### config.mk
export PLATFORM = sky130hd
export DESIGN_NAME = mac_sat_acc
export DESIGN_NICKNAME = d
export VERILOG_FILES = /design/src/rtl/mac_pkg.sv /design/src/rtl/mac_mult.sv /design/src/rtl/mac_wide_add.sv /design/src/rtl/mac_sat_add.sv /design/src/rtl/mac_half_reg.sv /design/src/rtl/mac_sat_acc.sv
export SDC_FILE = /design/constraint.sdc
export NUM_CORES = 1
export LEC_CHECK = 0
export BUFFER_PORTS_ARGS = -buffer_cell sky130_fd_sc_hd__buf_2
export CAP_MARGIN = 30
export CELL_PAD_IN_SITES_DETAIL_PLACEMENT = 0
export CELL_PAD_IN_SITES_GLOBAL_PLACEMENT = 1
export CORE_ASPECT_RATIO = 0.5
export CORE_MARGIN = 4
export CORE_UTILIZATION = 25
export DETAILED_ROUTE_END_ITERATION = 8
export GPL_TIMING_DRIVEN = 1
export PLACE_DENSITY = 0.6
export REMOVE_ABC_BUFFERS = 1
export SYNTH_ARGS = -nofsm -noshare
export SYNTH_HDL_FRONTEND = slang
export SYNTH_SLANG_ARGS = --single-unit
### constraint.sdc
create_clock -name clk -period 11.2 [get_ports clk]
set_input_delay 1.12 -clock clk [delete_from_list [all_inputs] [get_ports clk]]
set_output_delay 1.12 -clock clk [all_outputs]
set_load 0.03 [all_outputs]
### src/rtl/mac_pkg.sv
// Shared types for the multiply-accumulate block.
// Assumes: nothing beyond IEEE 1800-2017 packages.
package mac_pkg;

    // Source that updates one accumulator half at a clock edge.
    typedef enum logic [1:0] {
        HALF_HOLD = 2'd0,
        HALF_LOAD = 2'd1,
        HALF_ACC  = 2'd2
    } half_src_e;

    // Picks the update source; a load always beats an accumulation.
    function automatic half_src_e pick_src(input logic load_en, input logic acc_en);
        if (load_en)     return HALF_LOAD;
        else if (acc_en) return HALF_ACC;
        else             return HALF_HOLD;
    endfunction

endpackage

### src/rtl/mac_mult.sv
// Signed multiplier: a two's-complement OP_W x OP_W product, exact in 2*OP_W bits.
// Assumes: both operands are signed; purely combinational.
module mac_mult #(
    parameter int OP_W = 16,
    localparam int PROD_W = 2 * OP_W
) (
    input  logic [OP_W-1:0]   op_a,
    input  logic [OP_W-1:0]   op_b,
    output logic [PROD_W-1:0] prod
);
    logic signed [PROD_W-1:0] prod_s;

    // Form the signed product at full width.
    always_comb begin
        prod_s = PROD_W'($signed(op_a)) * PROD_W'($signed(op_b));
        prod   = prod_s;
    end
endmodule

### src/rtl/mac_wide_add.sv
// Wrapping accumulator adder: adds the sign-extended product to {hi, lo}.
// Assumes: HALF_W >= PROD_W; the result wraps modulo 2^(2*HALF_W).
module mac_wide_add #(
    parameter int PROD_W = 32,
    parameter int HALF_W = 32,
    localparam int ACC_W = 2 * HALF_W
) (
    input  logic [HALF_W-1:0] acc_hi,
    input  logic [HALF_W-1:0] acc_lo,
    input  logic [PROD_W-1:0] prod,
    output logic [HALF_W-1:0] sum_hi,
    output logic [HALF_W-1:0] sum_lo
);
    logic [ACC_W-1:0] prod_ext;
    logic [ACC_W-1:0] sum;

    // Sign-extend the product and add it across both halves.
    always_comb begin
        prod_ext = {{(ACC_W-PROD_W){prod[PROD_W-1]}}, prod};
        sum      = {acc_hi, acc_lo} + prod_ext;
        sum_hi   = sum[ACC_W-1:HALF_W];
        sum_lo   = sum[HALF_W-1:0];
    end
endmodule

### src/rtl/mac_sat_add.sv
// Saturating adder: adds the product to the low half as a signed value and clamps on overflow.
// On overflow, bit 0 of the high half is set; every other high bit passes through unchanged.
// Assumes: HALF_W >= PROD_W and HALF_W >= 2.
module mac_sat_add #(
    parameter int PROD_W = 32,
    parameter int HALF_W = 32,
    localparam int SUM_W = HALF_W + 1
) (
    input  logic [HALF_W-1:0] acc_hi,
    input  logic [HALF_W-1:0] acc_lo,
    input  logic [PROD_W-1:0] prod,
    output logic [HALF_W-1:0] res_hi,
    output logic [HALF_W-1:0] res_lo
);
    localparam logic [HALF_W-1:0] POS_LIMIT = {1'b0, {(HALF_W-1){1'b1}}};
    localparam logic [HALF_W-1:0] NEG_LIMIT = {1'b1, {(HALF_W-1){1'b0}}};

    logic [SUM_W-1:0] sum;
    logic             ovf;

    // Exact sum at one extra bit; overflow shows as disagreement of the top two bits.
    always_comb begin
        sum = {acc_lo[HALF_W-1], acc_lo} + {{(SUM_W-PROD_W){prod[PROD_W-1]}}, prod};
        ovf = sum[SUM_W-1] ^ sum[SUM_W-2];
    end

    // Clamp toward the side given by the true sign, and raise the flag bit.
    always_comb begin
        if (!ovf)                res_lo = sum[HALF_W-1:0];
        else if (sum[SUM_W-1])   res_lo = NEG_LIMIT;
        else                     res_lo = POS_LIMIT;
        res_hi = {acc_hi[HALF_W-1:1], acc_hi[0] | ovf};
    end
endmodule

### src/rtl/mac_half_reg.sv
// One accumulator half: a register with synchronous active-low reset, a load port and an accumulate port.
// Assumes: a load has priority over an accumulation in the same cycle.
module mac_half_reg
    import mac_pkg::*;
#(
    parameter int HALF_W = 32
) (
    input  logic              clk,
    input  logic              rst_n,
    input  logic              load_en,
    input  logic [HALF_W-1:0] load_data,
    input  logic              acc_en,
    input  logic [HALF_W-1:0] acc_data,
    output logic [HALF_W-1:0] q
);
    half_src_e src;

    // Decide which source updates this half.
    always_comb src = pick_src(load_en, acc_en);

    // Register update with synchronous reset.
    always_ff @(posedge clk) begin
        if (!rst_n) begin
            q <= '0;
        end else begin
            case (src)
                HALF_LOAD: q <= load_data;
                HALF_ACC:  q <= acc_data;
                default:   q <= q;
            endcase
        end
    end
endmodule

### src/rtl/mac_sat_acc.sv
// Multiply-accumulate top: signed OP_W x OP_W product, added into a two-half accumulator.
// sat_mode_i = 0: 2*HALF_W-bit wrapping accumulate; sat_mode_i = 1: saturating low-half accumulate.
// Assumes: operands are stable in the cycle start_i is high; the result appears after that edge.
module mac_sat_acc #(
    parameter int OP_W   = 16,
    parameter int HALF_W = 32
) (
    input  logic              clk,
    input  logic              rst_n,
    input  logic              start_i,
    input  logic [OP_W-1:0]   op_a_i,
    input  logic [OP_W-1:0]   op_b_i,
    input  logic              sat_mode_i,
    input  logic              hi_load_en_i,
    input  logic [HALF_W-1:0] hi_load_data_i,
    input  logic              lo_load_en_i,
    input  logic [HALF_W-1:0] lo_load_data_i,
    output logic [HALF_W-1:0] acc_hi_o,
    output logic [HALF_W-1:0] acc_lo_o
);
    localparam int PROD_W = 2 * OP_W;
    localparam int NHALF  = 2;

    logic [PROD_W-1:0] prod;
    logic [HALF_W-1:0] wide_hi, wide_lo, sat_hi, sat_lo;
    logic [HALF_W-1:0] nxt [NHALF];
    logic [HALF_W-1:0] cur [NHALF];
    logic              ld_en [NHALF];
    logic [HALF_W-1:0] ld_dat [NHALF];

    mac_mult #(.OP_W(OP_W)) u_mult (
        .op_a (op_a_i),
        .op_b (op_b_i),
        .prod (prod)
    );

    mac_wide_add #(.PROD_W(PROD_W), .HALF_W(HALF_W)) u_wide (
        .acc_hi (cur[1]),
        .acc_lo (cur[0]),
        .prod   (prod),
        .sum_hi (wide_hi),
        .sum_lo (wide_lo)
    );

    mac_sat_add #(.PROD_W(PROD_W), .HALF_W(HALF_W)) u_sat (
        .acc_hi (cur[1]),
        .acc_lo (cur[0]),
        .prod   (prod),
        .res_hi (sat_hi),
        .res_lo (sat_lo)
    );

    // Select the accumulate result per half by mode and route the load ports.
    always_comb begin
        nxt[0]    = sat_mode_i ? sat_lo : wide_lo;
        nxt[1]    = sat_mode_i ? sat_hi : wide_hi;
        ld_en[0]  = lo_load_en_i;
        ld_en[1]  = hi_load_en_i;
        ld_dat[0] = lo_load_data_i;
        ld_dat[1] = hi_load_data_i;
    end

    for (genvar h = 0; h < NHALF; h++) begin : g_half
        mac_half_reg #(.HALF_W(HALF_W)) u_reg (
            .clk       (clk),
            .rst_n     (rst_n),
            .load_en   (ld_en[h]),
            .load_data (ld_dat[h]),
            .acc_en    (start_i),
            .acc_data  (nxt[h]),
            .q         (cur[h])
        );
    end

    // Drive the outputs from the half registers.
    always_comb begin
        acc_lo_o = cur[0];
        acc_hi_o = cur[1];
    end
endmodule

==> impl_metrics.json, run 1 <==
{
  "htreeDepth": 3,
  "outcome": "finished, final reports clean",
  "async_flop_share": 0,
  "grt_overflow_total": 0,
  "cp_top_family": "adder cells",
  "fin_setup_tns_ns": 0,
  "die_w_um": 368,
  "period_share": 0.926,
  "clkTransAtPathRegs_ns": 0.06,
  "ys_types": 71,
  "ant_nets": 0,
  "fp.dieH_um": 188,
  "startpoint_type": "input pin",
  "avgRoutedWirePerCell_um": 16.6,
  "io_buffers": 165,
  "cts_buffer_depth": 2,
  "layout_common_cells": "315 x inv_1, 263 x fa_1, 221 x nand2_1",
  "synth_warnings": 0,
  "synth_xor_xnor_area_share": 0.0498,
  "route.detailed.drc": 0,
  "start_util": 0.254,
  "fmax_mhz": 96.5,
  "grt_max_degree": 66,
  "synth-simple-area-share": 0.170,
  "criticalPathCategory": "in -> reg",
  "areaGrowthSynthToFinish_pct": 12.0,
  "rows": 65,
  "layout_commonest_cell": "inv_1",
  "fin_worst_skew_ns": 0.0106,
  "ys_seq_area_frac": 0.0793,
  "postCtsSetupBuffers": 0,
  "largest_register": "g_half.u_reg.q",
  "worst_hold_path_type": "reg -> reg",
  "cp_max_fo": 16,
  "synth_top_family_by_area": "adder cells",
  "drive_gt1_frac": 0.105,
  "dp_hpwl_mm": 40.0,
  "place_congestion": 0.823,
  "path_buf_inv": 4,
  "cts_tree": "done",
  "dieArea_um2": 69000,
  "first_global_vias": 13900,
  "max_slew_margin": 0.490,
  "ios": 166,
  "ys.flop_type": "dfxtp_1",
  "antenna_found_initial": 0,
  "slowest_delay_ns": 0.57,
  "fin_crit_ns": 10.37,
  "worstPathRequired_ns": 11.48,
  "crit_slowest_cell": "a221oi_1",
  "finalHoldViolCount": 0,
  "critPathArrivalTime_ns": 10.64,
  "slew_violations": 0,
  "setup-violations-final": 0,
  "vias_per_cell": 4.51,
  "postCtsHoldBufs": 0,
  "n_antenna_cell": 0,
  "fin_nets": 2573,
  "tightestPinTransition_ns": 0.765,
  "cap_violations": 0,
  "syn_inst": 1957,
  "synth_seq_cells": 64,
  "largest_reg_flops": 64,
  "worstSetupEndpointType": "flop",
  "cts-resized-gates": 0,
  "core_area_um2": 63500,
  "synth_area_um2": 16200,
  "grtUsageTotal": 0.144,
  "crit_top_cell": "fa_1",
  "muxShareOfSynthArea": 0.00124,
  "clock_tree.root_cell": "clkbuf_16",
  "cts_buffers": 9,
  "synthAdderAreaFrac": 0.439,
  "vias": 13200,
  "drt_first_pass_iters": 5,
  "cts.sinks": 64,
  "rsz0062_at_grt": "false",
  "drt_iter0_drc": 719,
  "grt_pass1_wl_mm": 79.6,
  "synth_compound_area_frac": 0.165,
  "worstSkewPairLatency_ns": 0.36,
  "top_regs": "g_half.u_reg.q: 64 flops",
  "synth_edf_count": 0,
  "syn_avg_cell_area_um2": 8.26,
  "routed_wl_mm": 48.8
}
cell type report:
type | count | area (um2)
Clock buffer | 11 | 243
Clock inverter | 5 | 32.5
Fill cell | 6979 | 45400
Inverter | 316 | 1190
Multi-Input combinational cell | 1492 | 13300
Sequential cell | 64 | 1280
Tap cell | 871 | 1090
Timing Repair Buffer | 179 | 931
worst register-to-register path: cells and delay by family, from the launching register on:
kind / cells / cell delay, ns
adder cells (fa/ha/maj): 2 / 0.66
AO/OA/AOI/OAI: 8 / 2.49
buffers and inverters: 1 / 0.33
XOR/XNOR: 1 / 0.23
flip-flops: 1 / 0.33
AND/OR/NAND/NOR: 1 / 0.08
stage by stage:
| step | worst slack [ns] | cells | area (um2) | util | hold slack (ns) |
|---|---|---|---|---|---|
| 4_1_cts | 0.829 | 2938 | 18100 | 0.285 | 0.509 |
| 3_5_place_dp | 0.451 | 2922 | 17800 | 0.281 | 0.497 |
| 2_1_floorplan | 1.28 | 1872 | 15800 | - | 0.610 |
| 6_report | 0.834 | 2938 | 18100 | 0.285 | 0.503 |
| 5_1_grt | 0.0877 | 2938 | 18100 | 0.285 | 0.538 |
| 3_3_place_gp | 0.614 | 2922 | 17800 | 0.281 | 0.498 |
cell families (layout without fill, tap and decap cells):
logic type	after synthesis	in the layout
fa+ha+maj	409	409
buf+inv	401	511
mux	2	2
xor+xnor	92	92
simple gates	581	581
compound gates	408	408
flops	64	64
worst paths after layout:
| kind | from | end | slack (ns) | cells after the start |
|---|---|---|---|---|
| setup / recovery | op_b_i[12] | g_half[1].u_reg.q[28] | 0.83 | 34 |
| hold / removal | g_half[1].u_reg.q[10] | g_half[1].u_reg.q[10] | 0.50 | 2 |
| setup reg to reg | g_half[0].u_reg.q[0] | g_half[0].u_reg.q[3] | 6.99 | 13 |
| hold reg to reg | g_half[1].u_reg.q[10] | g_half[1].u_reg.q[10] | 0.50 | 2 |
cell usage after synthesis (all sizes together), types with 13 or more instances:
cell | n | area [um2]
a211oi | 46 | 355
a21o | 57 | 429
a21oi | 142 | 714
and2 | 129 | 807
and3 | 15 | 95.1
buf | 14 | 88.8
clkbuf | 70 | 269
dfxtp | 64 | 1280
fa | 263 | 5270
ha | 146 | 1830
inv | 315 | 1180
nand2 | 222 | 836
nand2b | 14 | 87.6
nor2 | 133 | 499
nor2b | 13 | 81.3
o21a | 13 | 97.6
o21ai | 62 | 314
o21bai | 15 | 113
xnor2 | 67 | 587
xor2 | 25 | 219
per-layer routing:
metal	track usage	vias up	part of all wire
li1	-	6540	-
met1	0.199	6486	0.47
met2	0.251	189	0.50
met3	0.0122	29	0.025
met4	0.0240	0	0.010
met5	0	-	0
Power of run 1 is not shown: default switching activity piles up to over one toggle a cycle in this logic, so the estimate is an artifact.
==> run 2, diff against run 1 <==
- ABC_AREA: default -> 1
- PLACE_DENSITY: 0.6 -> 0.62
==> run 2 against run 1 <==
Against the previous run: worst hold slack gained 0.070 ns; routed wire length grew 32%; worst setup slack gained 0.78 ns; synthesized cell count grew 38%; area after synthesis grew 11%; critical endpoint is now g_half[0].u_reg.q[26]; die area grew 11%; highest routed layer unchanged; global-route usage grew 2.6 points; critical path depth shrank 1; largest cell class unchanged.
==> impl_metrics.json, run 2 <==
{
  "fp.dieH_um": 198,
  "cap_violations": 0,
  "layout_commonest_cell": "nand2_1",
  "vias": 16700,
  "routed_wl_mm": 64.5,
  "fin_worst_skew_ns": 0.0104,
  "ys_types": 41,
  "largest_register": "g_half.u_reg.q",
  "worstSkewPairLatency_ns": 0.37,
  "avgRoutedWirePerCell_um": 17.2,
  "ys_seq_area_frac": 0.0712,
  "dieArea_um2": 76600,
  "postCtsHoldBufs": 0,
  "max_slew_margin": 0.354,
  "start_util": 0.253,
  "r2r_slack_ns": 7.99,
  "ant_nets": 0,
  "die_w_um": 387,
  "fmax_mhz": 104,
  "place_congestion": 0.936,
  "n_antenna_cell": 0,
  "drt_first_pass_iters": 7,
  "finalHoldViolCount": 0,
  "fin_crit_ns": 9.58,
  "cts-resized-gates": 0,
  "layout_common_cells": "706 x nand2_1, 639 x inv_1, 263 x fa_1",
  "grt_pass1_wl_mm": 102,
  "drive_gt1_frac": 0.0788,
  "synth_area_um2": 18000,
  "period_share": 0.855,
  "fin_setup_tns_ns": 0,
  "largest_reg_flops": 64,
  "antenna_found_initial": 0,
  "synth_warnings": 0,
  "route.detailed.drc": 0,
  "slowest_delay_ns": 0.61,
  "final_cells": 3750,
  "grt_overflow_total": 0,
  "cp_max_fo": 32,
  "setup-violations-final": 0,
  "core_area_um2": 71100,
  "rows": 69,
  "io_buffers": 165,
  "areaGrowthSynthToFinish_pct": 11.9,
  "crit_top_cell": "nand2_1",
  "htreeDepth": 3,
  "ys.flop_type": "dfxtp_1",
  "yosys-top-cells-area": "fa_1 29%, nand2_1 15%, inv_1 13%",
  "ios": 166,
  "yosysMostFrequentCell": "nand2_1",
  "dp_hpwl_mm": 54.5,
  "rsz0062_at_grt": "false",
  "first_global_vias": 17400,
  "synth_edf_count": 0,
  "fin_nets": 3299,
  "cts.sinks": 64,
  "syn_avg_cell_area_um2": 6.68,
  "dp.cells": 3735,
  "cts_buffer_depth": 2,
  "syn_inst": 2693,
  "async_flop_share": 0,
  "worstPathRequired_ns": 11.41,
  "startpoint_type": "input pin",
  "synth_seq_cells": 64,
  "top_regs": "g_half.u_reg.q: 64 flops",
  "fillers": 8111,
  "critPathArrivalTime_ns": 9.79,
  "worst_hold_path_type": "reg -> reg",
  "crit_slowest_cell": "nand3_2",
  "yosysTopAreaCellShare": 0.293,
  "drt_iter0_drc": 920,
  "clkTransAtPathRegs_ns": 0.05,
  "yosys.area.top_type": "fa_1",
  "postCtsSetupBuffers": 0,
  "synthTopCellsByCount": "706 x nand2_1, 639 x inv_1, 263 x fa_1",
  "fin_util": 0.283,
  "slew_violations": 0,
  "cts_buffers": 9,
  "vias_per_cell": 4.47,
  "tightestPinTransition_ns": 0.959,
  "criticalPathCategory": "in -> reg",
  "grtUsageTotal": 0.170,
  "worstSetupEndpointType": "flop",
  "outcome": "finished, final reports clean",
  "cts_tree": "done",
  "clock_tree.root_cell": "clkbuf_16",
  "grt_max_degree": 43
}
run 2: worst paths after layout:
kind                         startpoint                    end  cells past startpoint
setup / recovery             op_b_i[15]  g_half[0].u_reg.q[26]                     33
hold / removal    g_half[1].u_reg.q[28]  g_half[1].u_reg.q[28]                      2
setup reg to reg   g_half[0].u_reg.q[0]  g_half[0].u_reg.q[26]                     18
hold reg to reg   g_half[1].u_reg.q[28]  g_half[1].u_reg.q[28]                      2
run 2: layout make-up:
type / instances / area (um2) / share of cell area
multi-input combinational: 1901 / 14000 / 0.694
clock inverter: 6 / 133 / 0.00659
sequential: 64 / 1280 / 0.0637
tap: 958 / 1200 / 0.0596
timing repair buffer: 172 / 926 / 0.0460
inverter: 640 / 2400 / 0.119
clock buffer: 9 / 225 / 0.0112
run 2: logic make-up (layout without fill, tap and decap cells):
family | count (synthesis) | after routing | synth area share
simple gates | 1068 | 1068 | 0.242
fa+ha+maj | 409 | 409 | 0.394
flops | 64 | 64 | 0.0712
buf+inv | 728 | 827 | 0.153
compound gates | 378 | 378 | 0.116
xor+xnor | 46 | 46 | 0.0224
run 2: routing by layer:
layer	part of all wire	up-vias	track usage
li1	-	8359	-
met3	0.026	42	0.0137
met1	0.48	8091	0.235
met4	0.015	0	0.0322
met5	0	-	0
met2	0.48	253	0.294
run 2: per-stage QoR:
step,worst slack (ns),area [um2],hold WS [ns]
floorplan,2.73,17600,0.670
global placement,1.18,19700,0.554
detailed placement,1.17,19800,0.568
CTS,1.54,20100,0.577
global route,0.880,20100,0.603
finish,1.62,20100,0.573
run 2: worst max-delay path, delay by kind of cell:
family | cells | cell delay [ns]
AOI/OAI and AO/OA | 8 | 1.67
adders and majority gates | 8 | 3.91
xor gates and xnor gates | 1 | 0.31
buffers and inverters | 5 | 0.83
and+or+nand+nor | 11 | 1.89
Power of run 2 is left out for the same reason.
==> run 3, diff against run 2 <==
==> constraint.sdc (replaced) <==
create_clock -name clk -period 11.2 [get_ports clk]
set_input_delay 1.68 -clock clk [delete_from_list [all_inputs] [get_ports clk]]
set_output_delay 1.68 -clock clk [all_outputs]
set_load 0.03 [all_outputs]
==> run 3 against run 2 <==
Against the previous run: non-clock buffer count increased by 5; via count increased by 0.11%; register-to-register slack improved by 0.05 ns; fmax decreased by 4.9%; clock skew decreased by 0.0031 ns; critical path type unchanged; global-route usage about the same; worst setup slack got worse by 0.49 ns.
==> impl_metrics.json, run 3 (synthesized netlist as in run 2, its figures left out) <==
{
  "crit_top_cell": "nand2_1",
  "cts_buffer_depth": 2,
  "route.detailed.drc": 0,
  "postCtsSetupBuffers": 0,
  "r2r_cells": 18,
  "fin_util": 0.283,
  "htreeDepth": 3,
  "clkTransAtPathRegs_ns": 0.05,
  "routed_wl_mm": 64.6,
  "cts.sinks": 64,
  "ant_nets": 0,
  "grt_max_degree": 43,
  "areaGrowthSynthToFinish_pct": 11.7,
  "cts-resized-gates": 0,
  "holdPathEnd": "g_half[1].u_reg.q[25]",
  "n_antenna_cell": 0,
  "core_area_um2": 71100,
  "cp_max_fo": 32,
  "grt_pass1_wl_mm": 102,
  "critPathArrivalTime_ns": 10.28,
  "dp.cells": 3740,
  "drt_iter0_drc": 861,
  "vias": 16800,
  "crit_slowest_cell": "nand3_2",
  "clock_tree.root_cell": "clkbuf_16",
  "cts_tree": "done",
  "grt_overflow_total": 0,
  "drive_gt1_frac": 0.0804,
  "rows": 69,
  "fp.dieH_um": 198,
  "slowest_delay_ns": 0.58,
  "r2r-end": "g_half[0].u_reg.q[17]",
  "max_slew_margin": 0.374,
  "path_buf_inv": 6,
  "cp_top_family": "adder cells",
  "largest_register": "g_half.u_reg.q",
  "place_congestion": 0.931,
  "dr_wl_met2_mm": 31.3,
  "startpoint_type": "input pin",
  "worstPathRequired_ns": 11.41,
  "first_global_vias": 17400,
  "slew_violations": 0,
  "fin_setup_tns_ns": 0,
  "final_cells": 3755,
  "criticalPathCategory": "in -> reg",
  "r2r_slack_ns": 8.04,
  "die_w_um": 387,
  "fin_worst_skew_ns": 0.00732,
  "finalHoldViolCount": 0,
  "worstSetupEndpointType": "flop",
  "dr_wl_met3_mm": 1.67,
  "antenna_found_initial": 0,
  "start_util": 0.253,
  "avgRoutedWirePerCell_um": 17.2,
  "cap_violations": 0,
  "m1WireLength_mm": 30.9,
  "io_buffers": 165,
  "r2r_start": "g_half[0].u_reg.q[0]",
  "cts_buffers": 9,
  "postCtsHoldBufs": 0,
  "layout_common_cells": "706 x nand2_1, 639 x inv_1, 263 x fa_1",
  "tightestPinTransition_ns": 0.930,
  "grtUsageTotal": 0.170,
  "dp_hpwl_mm": 54.7,
  "rsz0062_at_grt": "false",
  "period_share": 0.899,
  "hold-worst-slack_ns": 0.569,
  "vias_per_cell": 4.46,
  "outcome": "finished, final reports clean",
  "worstHoldStart": "g_half[1].u_reg.q[25]",
  "top_regs": "g_half.u_reg.q: 64 flops",
  "setup-violations-final": 0,
  "largest_reg_flops": 64,
  "holdPathStages": 2,
  "routed.top_layer": "met4",
  "drt_first_pass_iters": 5,
  "layout_commonest_cell": "nand2_1",
  "fin_nets": 3304,
  "worstSkewPairLatency_ns": 0.37,
  "dieArea_um2": 76600,
  "fin_crit_ns": 10.07,
  "fmax_mhz": 99.3,
  "worst_hold_path_type": "reg -> reg",
  "ios": 166
}
## run 3: cell count changes in the layout (fill, tap and decap cells not counted)
cell       before  now
bufinv_16       4    1
clkinv_4        0    1
buf_4           4    8
clkinv_2        1    3
buf_12          0    1
## run 3: cell type report
class,instances,area [um2]
flip-flops and latches,64,1280
repair buffers,177,976
clock inverters,6,61.3
well taps,958,1200
inverters,640,2400
fillers,8152,51000
clock buffers,9,225
multi-input cells,1901,14000
## run 3: worst max path at each step
stage,end,slack (ns),cells after the start,start
finish,g_half[0].u_reg.q[17],1.13,35,op_b_i[15]
global route,g_half[0].u_reg.q[17],0.60,35,op_b_i[15]
CTS,g_half[0].u_reg.q[26],1.08,33,op_b_i[15]
detailed placement,g_half[0].u_reg.q[26],0.72,33,op_b_i[15]
global placement,g_half[0].u_reg.q[25],0.60,35,op_b_i[15]
floorplan,g_half[0].u_reg.q[10],2.17,33,op_b_i[1]
## run 3: stage by stage
| step | cell area [um2] | setup slack (ns) |
|---|---|---|
| after floorplan | 17600 | 2.17 |
| after global placement | 19700 | 0.599 |
| after detailed placement | 19800 | 0.723 |
| after CTS | 20100 | 1.08 |
| after global routing | 20100 | 0.600 |
| final | 20100 | 1.13 |
## run 3: metal layers
layer,vias up,global-route usage
met5,-,0
met4,0,0.0258
met3,36,0.0120
met2,224,0.297
met1,8129,0.235
li1,8375,-
## run 3: worst min-delay path, stage by stage (launching register included)
cell     delay (ns)
dfxtp_1        0.32
o21ai_0        0.15
a21oi_1        0.05
Power of run 3 is left out for the same reason.
